--- config.mk ---
export PLATFORM = sky130hd
export DESIGN_NAME = chan_reset_seq
export DESIGN_NICKNAME = d
export VERILOG_FILES = /design/src/rtl/chan_rst_pkg.sv /design/src/rtl/rst_cycle_timer.sv /design/src/rtl/rst_bus_master.sv /design/src/rtl/rst_seq_fsm.sv /design/src/rtl/chan_reset_seq.sv
export SDC_FILE = /design/constraint.sdc
export NUM_CORES = 1
export LEC_CHECK = 0
export CAP_MARGIN = 20
export CORE_MARGIN = 2
export CORE_UTILIZATION = 57
export DETAILED_ROUTE_END_ITERATION = 7
export DONT_BUFFER_PORTS = 1
export GPL_TIMING_DRIVEN = 0
export PLACE_DENSITY = 0.75
export RECOVER_POWER = 50
export SYNTH_ARGS = -nofsm -noshare
export SYNTH_HDL_FRONTEND = slang
export SYNTH_SLANG_ARGS = --single-unit
--- constraint.sdc ---
create_clock -name clk -period 1.8 [get_ports clk]
set_input_delay 0.18 -clock clk [delete_from_list [all_inputs] [get_ports clk]]
set_output_delay 0.18 -clock clk [all_outputs]
set_load 0.01 [all_outputs]
--- src/rtl/chan_rst_pkg.sv ---
package chan_rst_pkg;

    typedef logic [2:0] reg_addr_t;
    typedef logic [7:0] byte_t;

    localparam reg_addr_t A_DEVCTL  = 3'd2;
    localparam reg_addr_t A_DEVHEAD = 3'd6;
    localparam reg_addr_t A_STATUS  = 3'd7;

    localparam byte_t CTL_HD15 = 8'h08;
    localparam byte_t CTL_SRST = 8'h04;
    localparam byte_t CTL_NIEN = 8'h02;

    localparam byte_t DH_DEV0 = 8'hA0;
    localparam byte_t DH_DEV1 = 8'hB0;

    localparam byte_t ST_BSY = 8'h80;
    localparam byte_t ST_RDY = 8'h40;

    typedef struct packed {
        reg_addr_t addr;
        logic      wr;
        byte_t     wdata;
    } bus_op_t;

    typedef enum logic [3:0] {
        S_IDLE,
        S_ASSERT,
        S_RELEASE,
        S_BSY_RD,
        S_SEL1,
        S_SEL_DLY,
        S_SEL_BSY,
        S_DH_RD,
        S_SEL0,
        S_RDY_RD,
        S_REARM,
        S_REPORT
    } seq_state_t;

    function automatic bus_op_t op_write(reg_addr_t a, byte_t d);
        bus_op_t o;
        o.addr  = a;
        o.wr    = 1'b1;
        o.wdata = d;
        return o;
    endfunction

    function automatic bus_op_t op_read(reg_addr_t a);
        bus_op_t o;
        o.addr  = a;
        o.wr    = 1'b0;
        o.wdata = 8'h00;
        return o;
    endfunction

    function automatic logic flag_set(byte_t value, byte_t mask);
        return (value & mask) != 8'h00;
    endfunction

endpackage

--- src/rtl/rst_cycle_timer.sv ---
module rst_cycle_timer #(
    parameter longint unsigned LIMIT = 40
) (
    input  logic clk,
    input  logic rst,
    input  logic clr,
    output logic expired
);
    localparam int W = (LIMIT < 2) ? 1 : $clog2(LIMIT + 1);
    localparam logic [W-1:0] LIM_V = W'(LIMIT);

    logic [W-1:0] cnt;

    always_ff @(posedge clk) begin
        if (rst || clr) begin
            cnt <= '0;
        end else if (cnt != LIM_V) begin
            cnt <= cnt + 1'b1;
        end
    end

    assign expired = (cnt == LIM_V);
endmodule

--- src/rtl/rst_bus_master.sv ---
module rst_bus_master
    import chan_rst_pkg::*;
(
    input  logic      clk,
    input  logic      rst,
    input  logic      issue,
    input  bus_op_t   op,
    output logic      xfer_done,
    output byte_t     xfer_rdata,
    output logic      bus_req,
    output logic      bus_wr,
    output reg_addr_t bus_addr,
    output byte_t     bus_wdata,
    input  logic      bus_ack,
    input  byte_t     bus_rdata
);
    bus_op_t held;
    logic    req_q;

    always_ff @(posedge clk) begin
        if (rst) begin
            req_q <= 1'b0;
            held  <= '0;
        end else if (issue) begin
            req_q <= 1'b1;
            held  <= op;
        end else if (req_q && bus_ack) begin
            req_q <= 1'b0;
        end
    end

    assign xfer_done  = req_q && bus_ack;
    assign xfer_rdata = bus_rdata;
    assign bus_req    = req_q;
    assign bus_wr     = held.wr;
    assign bus_addr   = held.addr;
    assign bus_wdata  = held.wdata;
endmodule

--- src/rtl/rst_seq_fsm.sv ---
module rst_seq_fsm
    import chan_rst_pkg::*;
(
    input  logic    clk,
    input  logic    rst,
    input  logic    start,
    input  logic    drive_is_ata,
    input  logic    xfer_done,
    input  byte_t   xfer_rdata,
    output logic    issue,
    output bus_op_t op,
    output logic    dly_clr,
    input  logic    dly_exp,
    output logic    dl_clr,
    input  logic    dl_exp,
    output logic    done,
    output logic    timeout,
    output byte_t   status
);
    seq_state_t st;
    logic       pend;
    logic       ata_q;
    logic       fail_q;
    byte_t      stat_q;
    logic       op_state;
    logic       rd_busy;
    logic       rd_ready;
    logic       dh_match;

    assign rd_busy  = flag_set(xfer_rdata, ST_BSY);
    assign rd_ready = flag_set(xfer_rdata, ST_RDY);
    assign dh_match = (xfer_rdata == DH_DEV1);

    // Access chosen by the current step.
    always_comb begin
        op_state = 1'b1;
        op       = op_read(A_STATUS);
        case (st)
            S_ASSERT:  op = op_write(A_DEVCTL, CTL_HD15 | CTL_NIEN | CTL_SRST);
            S_RELEASE: op = op_write(A_DEVCTL, CTL_HD15 | CTL_NIEN);
            S_BSY_RD,
            S_SEL_BSY,
            S_RDY_RD:  op = op_read(A_STATUS);
            S_SEL1:    op = op_write(A_DEVHEAD, DH_DEV1);
            S_DH_RD:   op = op_read(A_DEVHEAD);
            S_SEL0:    op = op_write(A_DEVHEAD, DH_DEV0);
            S_REARM:   op = op_write(A_DEVCTL, CTL_HD15);
            default:   op_state = 1'b0;
        endcase
    end

    assign issue = op_state && !pend;

    // Deadline restarts at the entry of each bounded wait phase.
    always_comb begin
        dl_clr = 1'b0;
        if (xfer_done) begin
            case (st)
                S_RELEASE: dl_clr = 1'b1;
                S_BSY_RD:  dl_clr = !rd_busy;
                S_SEL0:    dl_clr = ata_q;
                default:   dl_clr = 1'b0;
            endcase
        end
    end

    assign dly_clr = xfer_done && (st == S_SEL1);

    always_ff @(posedge clk) begin
        if (rst) begin
            st     <= S_IDLE;
            pend   <= 1'b0;
            ata_q  <= 1'b0;
            fail_q <= 1'b0;
            stat_q <= 8'h00;
        end else begin
            if (xfer_done) begin
                pend <= 1'b0;
            end else if (issue) begin
                pend <= 1'b1;
            end

            case (st)
                S_IDLE: begin
                    if (start) begin
                        ata_q  <= drive_is_ata;
                        fail_q <= 1'b0;
                        st     <= S_ASSERT;
                    end
                end
                S_ASSERT: begin
                    if (xfer_done) st <= S_RELEASE;
                end
                S_RELEASE: begin
                    if (xfer_done) st <= S_BSY_RD;
                end
                S_BSY_RD: begin
                    if (xfer_done) begin
                        stat_q <= xfer_rdata;
                        if (!rd_busy) begin
                            st <= S_SEL1;
                        end else if (dl_exp) begin
                            fail_q <= 1'b1;
                            st     <= S_REARM;
                        end
                    end
                end
                S_SEL1: begin
                    if (xfer_done) st <= S_SEL_DLY;
                end
                S_SEL_DLY: begin
                    if (dly_exp) st <= S_SEL_BSY;
                end
                S_SEL_BSY: begin
                    if (xfer_done) begin
                        stat_q <= xfer_rdata;
                        if (!rd_busy) begin
                            st <= S_DH_RD;
                        end else if (dl_exp) begin
                            fail_q <= 1'b1;
                            st     <= S_REARM;
                        end
                    end
                end
                S_DH_RD: begin
                    if (xfer_done) begin
                        if (dh_match) begin
                            st <= S_SEL0;
                        end else if (dl_exp) begin
                            fail_q <= 1'b1;
                            st     <= S_REARM;
                        end else begin
                            st <= S_SEL1;
                        end
                    end
                end
                S_SEL0: begin
                    if (xfer_done) st <= ata_q ? S_RDY_RD : S_REARM;
                end
                S_RDY_RD: begin
                    if (xfer_done) begin
                        stat_q <= xfer_rdata;
                        if (rd_ready) begin
                            st <= S_REARM;
                        end else if (dl_exp) begin
                            fail_q <= 1'b1;
                            st     <= S_REARM;
                        end
                    end
                end
                S_REARM: begin
                    if (xfer_done) st <= S_REPORT;
                end
                S_REPORT: st <= S_IDLE;
                default:  st <= S_IDLE;
            endcase
        end
    end

    assign done    = (st == S_REPORT) && !fail_q;
    assign timeout = (st == S_REPORT) && fail_q;
    assign status  = stat_q;
endmodule

--- src/rtl/chan_reset_seq.sv ---
module chan_reset_seq #(
    parameter int unsigned     DLY_CYC = 40,
    parameter longint unsigned TMO_CYC = 64'd3_200_000_000
) (
    input  logic       clk,
    input  logic       rst,
    input  logic       start,
    input  logic       drive_is_ata,
    output logic       bus_req,
    output logic       bus_wr,
    output logic [2:0] bus_addr,
    output logic [7:0] bus_wdata,
    input  logic       bus_ack,
    input  logic [7:0] bus_rdata,
    output logic       done,
    output logic       timeout,
    output logic [7:0] status
);
    import chan_rst_pkg::*;

    localparam longint unsigned DLY_L = 64'(DLY_CYC);

    logic    issue;
    bus_op_t op;
    logic    xfer_done;
    byte_t   xfer_rdata;
    logic    dly_clr;
    logic    dly_exp;
    logic    dl_clr;
    logic    dl_exp;

    rst_bus_master u_bus (
        .clk        (clk),
        .rst        (rst),
        .issue      (issue),
        .op         (op),
        .xfer_done  (xfer_done),
        .xfer_rdata (xfer_rdata),
        .bus_req    (bus_req),
        .bus_wr     (bus_wr),
        .bus_addr   (bus_addr),
        .bus_wdata  (bus_wdata),
        .bus_ack    (bus_ack),
        .bus_rdata  (bus_rdata)
    );

    rst_cycle_timer #(.LIMIT(DLY_L)) u_settle (
        .clk     (clk),
        .rst     (rst),
        .clr     (dly_clr),
        .expired (dly_exp)
    );

    rst_cycle_timer #(.LIMIT(TMO_CYC)) u_deadline (
        .clk     (clk),
        .rst     (rst),
        .clr     (dl_clr),
        .expired (dl_exp)
    );

    rst_seq_fsm u_fsm (
        .clk          (clk),
        .rst          (rst),
        .start        (start),
        .drive_is_ata (drive_is_ata),
        .xfer_done    (xfer_done),
        .xfer_rdata   (xfer_rdata),
        .issue        (issue),
        .op           (op),
        .dly_clr      (dly_clr),
        .dly_exp      (dly_exp),
        .dl_clr       (dl_clr),
        .dl_exp       (dl_exp),
        .done         (done),
        .timeout      (timeout),
        .status       (status)
    );
endmodule

* Yosys cells after proc, flatten, opt, wreduce, memory -nomap -nowiden *
Index checks and enable logic that the tools add are counted.

storage, ports and cells
  flip-flop bits (word level) = 66
  output and inout port bits = 23
  word-level logic and storage cells = 99
  input port bits = 13

cells by class
  reductions and logical operators = 21
  multiplexer cells = 34
  equal/unequal tests = 31
  add/subtract/negate cells = 2

operators with widths
  operator                 count
  $pmux W12 S6             1
  $mux W4                  17
  $pmux W4 S11             1
  $add A32 B1 Y32 const B  1
  $eq A32 B32 Y1 const B   1
  $ne A32 B32 Y1 const B   1
  $ne A2 B1 Y1 const B     11
  $eq A4 B3 Y1 const B     4
  $eq A4 B4 Y1 const B     4
  $mux W1                  12
  $reduce_and A11 Y1       1
  $reduce_or A9 Y1         1
  $eq A4 B2 Y1 const B     2
  $eq A8 B8 Y1 const B     1
  $ne A2 B2 Y1 const B     4
  $reduce_and A8 Y1        1
  $add A6 B1 Y6 const B    1
  $eq A6 B6 Y1 const B     1
  $ne A6 B6 Y1 const B     1
  $logic_and A1 B1 Y1      5
  $eq A4 B1 Y1 const B     1
  $logic_not A4 Y1         1
  $pmux W1 S4              1
  $reduce_and A2 Y1        2
  8 further kinds          12

* Longest topological paths before layout *
  depth in word-level cells = 5
  gate-level depth with buffers = 8
  depth with buffers taken out = 7

* Cells and area by module *
A second synthesis with hierarchy kept.

unflattened totals
  cells, all modules = 431
  area, all modules = 3,706.1 µm²

by module, submodules not included
  module                        times used  cells an instance  area an instance (µm²)  sequential area each (µm²)
  rst_cycle_timer (u_deadline)  1           195                1,637.8                 640.6
  rst_seq_fsm                   1           153                1,241.2                 300.3
  rst_bus_master                1           52                 543.0                   260.2
  rst_cycle_timer (u_settle)    1           31                 284.0                   120.1

* Worst setup path after synthesis *
OpenSTA, ideal clock, no wires.

  kind = register -> register
  start = register u_deadline.cnt[0]
  end = register u_fsm.st[1]
  cell stages (with the launch flop) = 9
  data required time = 1,726 ps
  library setup time = 74 ps
  clock period less this slack = 1,883 ps
  setup slack = -83 ps
  buffers on the path = 1
  arrival time = 1,809 ps
  cells stage by stage = dfxtp_1 > inv_1 > ha_1 > nor4b_2 > nand4_1 > or4_1 > buf_2 > a211o_1 > o211ai_2

on the way
  cells in the longest elaborated chain, start to end = 5
  elaborated cells between the ends (all ways) = 12
  those cells by class = eq/ne: 1; mux: 11

RTL lines
  item                                     RTL line               text
  from (decl)                              rst_cycle_timer.sv:12  logic [W-1:0] cnt;
  from (signal assigned)                   rst_cycle_timer.sv:18  cnt <= cnt + 1'b1;
  $eq A32 B32 Y1 *                         rst_cycle_timer.sv:22  assign expired = (cnt == LIM_V);
  $mux W4 (on tied branches) (3 in a row)  --
  $pmux W4 S11 *                           rst_seq_fsm.sv:83      case (st)
  to (signal assigned)                     rst_seq_fsm.sv:138     if (xfer_done) st <= ata_q ? S_RDY_RD : S_REARM;
  to (decl)                                rst_seq_fsm.sv:20      seq_state_t st;

Mark *: on every way between the ends. The rest lies on a longest branch, timed or not. The select of a mux whose other input is x is not followed.
A chain may end at the register's enable or synchronous reset.

* Final worst setup path *
  start = register u_deadline.cnt[0]
  end = register u_fsm.st[2]

Same word-level chain as after synthesis.

==> flow_summary.toml <==
[timing]
skew_ns = 0.008184
fmax_ghz = 0.5227
hold_viol_final = 0
fin_tns_setup_ns = -0.5696
final.min_clock_period_ns = 1.913
tightest_slew_ns = 0.5063
finalCritPeriodShare_pct = 106.3
slew_headroom_pct = 65.71
hold_ws_ns = 0.03608
grt_setup_unrepaired = "yes"
setup_viol = 12
setup_slack_ns = -0.1132
drv_slew = 0

[routing]
drtPass1Iterations = 5
dr.max_layer_used = "met4"
dr_total_vias = 3157
totalWireLength_um = 9160
drt-vias-per-instance = 6.083
routed-wl-met3_um = 726
drcViolationCount = 0
dr_wl_met2_um = 4499
detail_route.wl_per_cell_um = 17.65
drtIter0Drc = 351
postRouteAntennaNets = 0
wl_met1_um = 3721

[worst_setup_path]
startpoint = "u_deadline.cnt[0]"
critPathMaxStageDelay_ns = 0.54
path_cells = "inv_2 > ha_4 > nor4b_4 > nand4_1 > or4_4 > a211oi_2 > o21ai_1"
timing_worst_setup_path_type = "reg -> reg"
arrival_ns = 2.14
end_kind = "register"
path_buf_inv = 1
worst-path-max-fanout = 5
cpLargestDelayFamily = "simple AND/OR/NAND/NOR gates"
start_kind = "register"
timing.rr.start = "u_deadline.cnt[0]"
crit_required_ns = 2.03
cpMaxStageDelayCell = "or4_4"

[run_status]
status = "finished with violations"
failed_checks = "negative setup slack"

[placement]
io_buffers = 0
placed_cell_area_um2 = 3358
post-dp-hpwl_um = 5282
gp_congestion = 0.9450
pre_cts_slack_ns = -0.3888

[logic_synthesis]
synth_edf_count = 0
synth-xor-area-share_pct = 8.854
postSynthAreaPerCell_um2 = 8.243
synth-simple-area-share_pct = 29.05
synthMuxAreaShare_pct = 3.066
yosys-top-cells-area = "dfxtp_1, nor2_1, xor2_1"
seq_area_frac_synth_pct = 38.64
synth_compound_area_share_pct = 13.88
yosysUniqueCellTypes = 58
ys_ff_latch = 63
syn_inst = 396
yosys.area.top_type = "dfxtp_1"
synth_top_family_by_area = "simple AND/OR/NAND/NOR gates"
syn_area_um2 = 3264
async_flop_share_pct = 0
synth_fa_ha_area_share_pct = 1.533
yosysTopAreaCellShare_pct = 38.64
yosys_warnings = 0
synth_ff_type = "dfxtp_1"

[clock_network]
htreeDepth = 3
cts-root-buf = "clkbuf_8"
numCtsBuffers = 9
cts_tree = "yes"
path_clk_slew_ns = 0.08
cts_max_path_buffers = 2
clock-sinks = 63
clk_latency_ns = 0.34

[grt]
overflow = 0
grt_pass1_wl_um = 13760
grt_usage_pct = 28.01
antenna_found_initial = 0
grt_pass1_vias = 2910
grt_max_degree = 13

[power_and_ir_drop]
power_w = 0.004486
p_leak_nw = 1.599
power_density_nw_per_um2 = 1063
ir_drop_v = 0.0009323

[layout]
nNetsFinal = 459
design_area_um2 = 4220
fillers = 375
final_layout_size_suffix_gt1_share_pct = 24.83
antenna_cells = 0
layout_commonest_cell = "nor2_1"
layout_common_cells = "nor2_1, dfxtp_1, buf_4"
area_delta_synth_final_pct = 29.28

[floorplanning]
coreArea_um2 = 5507
num_rows = 27
die_y_um = 79.68
start_util_pct = 59.28
pin_count = 36
dieWidth_um = 79.68
dieArea_um2 = 6348

[min_path]
min_from = "bus_ack"
hold_class = "in -> reg"

[flow_run]
drv_cap = 0
[cells in the mapped netlist (5+ instances only)]
master,n
dfxtp_1,63
nor2_1,63
nand2_1,28
a21oi_1,20
xor2_1,18
o21ai_0,16
inv_1,15
nand3_1,15
xnor2_1,15
clkbuf_1,11
mux2i_1,10
nor3_1,9
nand4_1,8
buf_2,7
nor2b_1,7
nor4_1,6
a31oi_1,5
and3_1,5
nand2b_1,5
[routing by layer]
layer,GRT usage [%],up-vias
met5,0,-
met3,8.597,32
met2,46.72,166
met4,7.414,0
met1,35.03,1476
li1,-,1483
[report_power, final]
group	switching (W)	total [W]	internal [W]
combinational	0.000762	0.00132	0.000559
sequential	0.000136	0.00165	0.00152
clock	0.000586	0.00151	0.000924
total	0.00148	0.00449	0.00300
[tightest hold or removal path, stage by stage]
cell     delay [ns]
inv_1          0.03
a21oi_1        0.05
nor2_1         0.08
[registers in the layout, summed over array words and instances, names as in the netlist]
name and cells:
u_fsm.st 4, u_bus.bus_req 1, u_bus.bus_addr 3, u_deadline.cnt 32
u_settle.cnt 6, u_fsm.pend 1, u_fsm.ata_q 1, u_bus.bus_wr 1
u_fsm.status 8, u_bus.bus_wdata 5, u_fsm.fail_q 1
[area by class of cell]
type                       count  area, um^2  area share, %
clock inverter                 7       121.4          2.876
sequential                    63        1275          30.21
buffer                        20       137.6          3.261
inverter                      15       60.06          1.423
timing repair buffer          36       314.1          7.441
clock buffer                   9       123.9          2.935
tap                           72       90.09          2.135
multi-input combinational    297        2098          49.72
[final timing paths]
path / to / slack, ns / depth (start not counted)
worst max-delay path: u_fsm.st[2] / -0.11 / 7
worst min-delay path: u_bus.bus_req / 0.04 / 3
worst min register to register: u_deadline.cnt[31] / 0.51 / 2
worst max register to register: u_fsm.st[2] / -0.11 / 7
[through the flow]
step	cells	util (%)
6_report	519	76.64
2_1_floorplan	397	-
4_1_cts	507	72.35
3_3_place_gp	469	60.99
3_5_place_dp	469	60.99
5_1_grt	519	76.64
[logic make-up after synthesis]
family	count (synthesis)
XOR/XNOR	33
other	1
AO/OA/AOI/OAI	72
multiplexers	10
buffers and inverters	37
AND/OR/NAND/NOR	176
adder cells (fa/ha/maj)	4
flip-flops	63
[repair_timing]
item / CTS / global route
endpoints found under the setup margin: 53 / 59
cloned: 0 / 1
resized for setup: 43 / 50
buffers inserted: 16 / 14
pin swaps: 12 / 19
hold buffers: 10 / 0
hold endpoints to repair: 10 / 0
No activity file was read; power rests on OpenSTA's default activity.
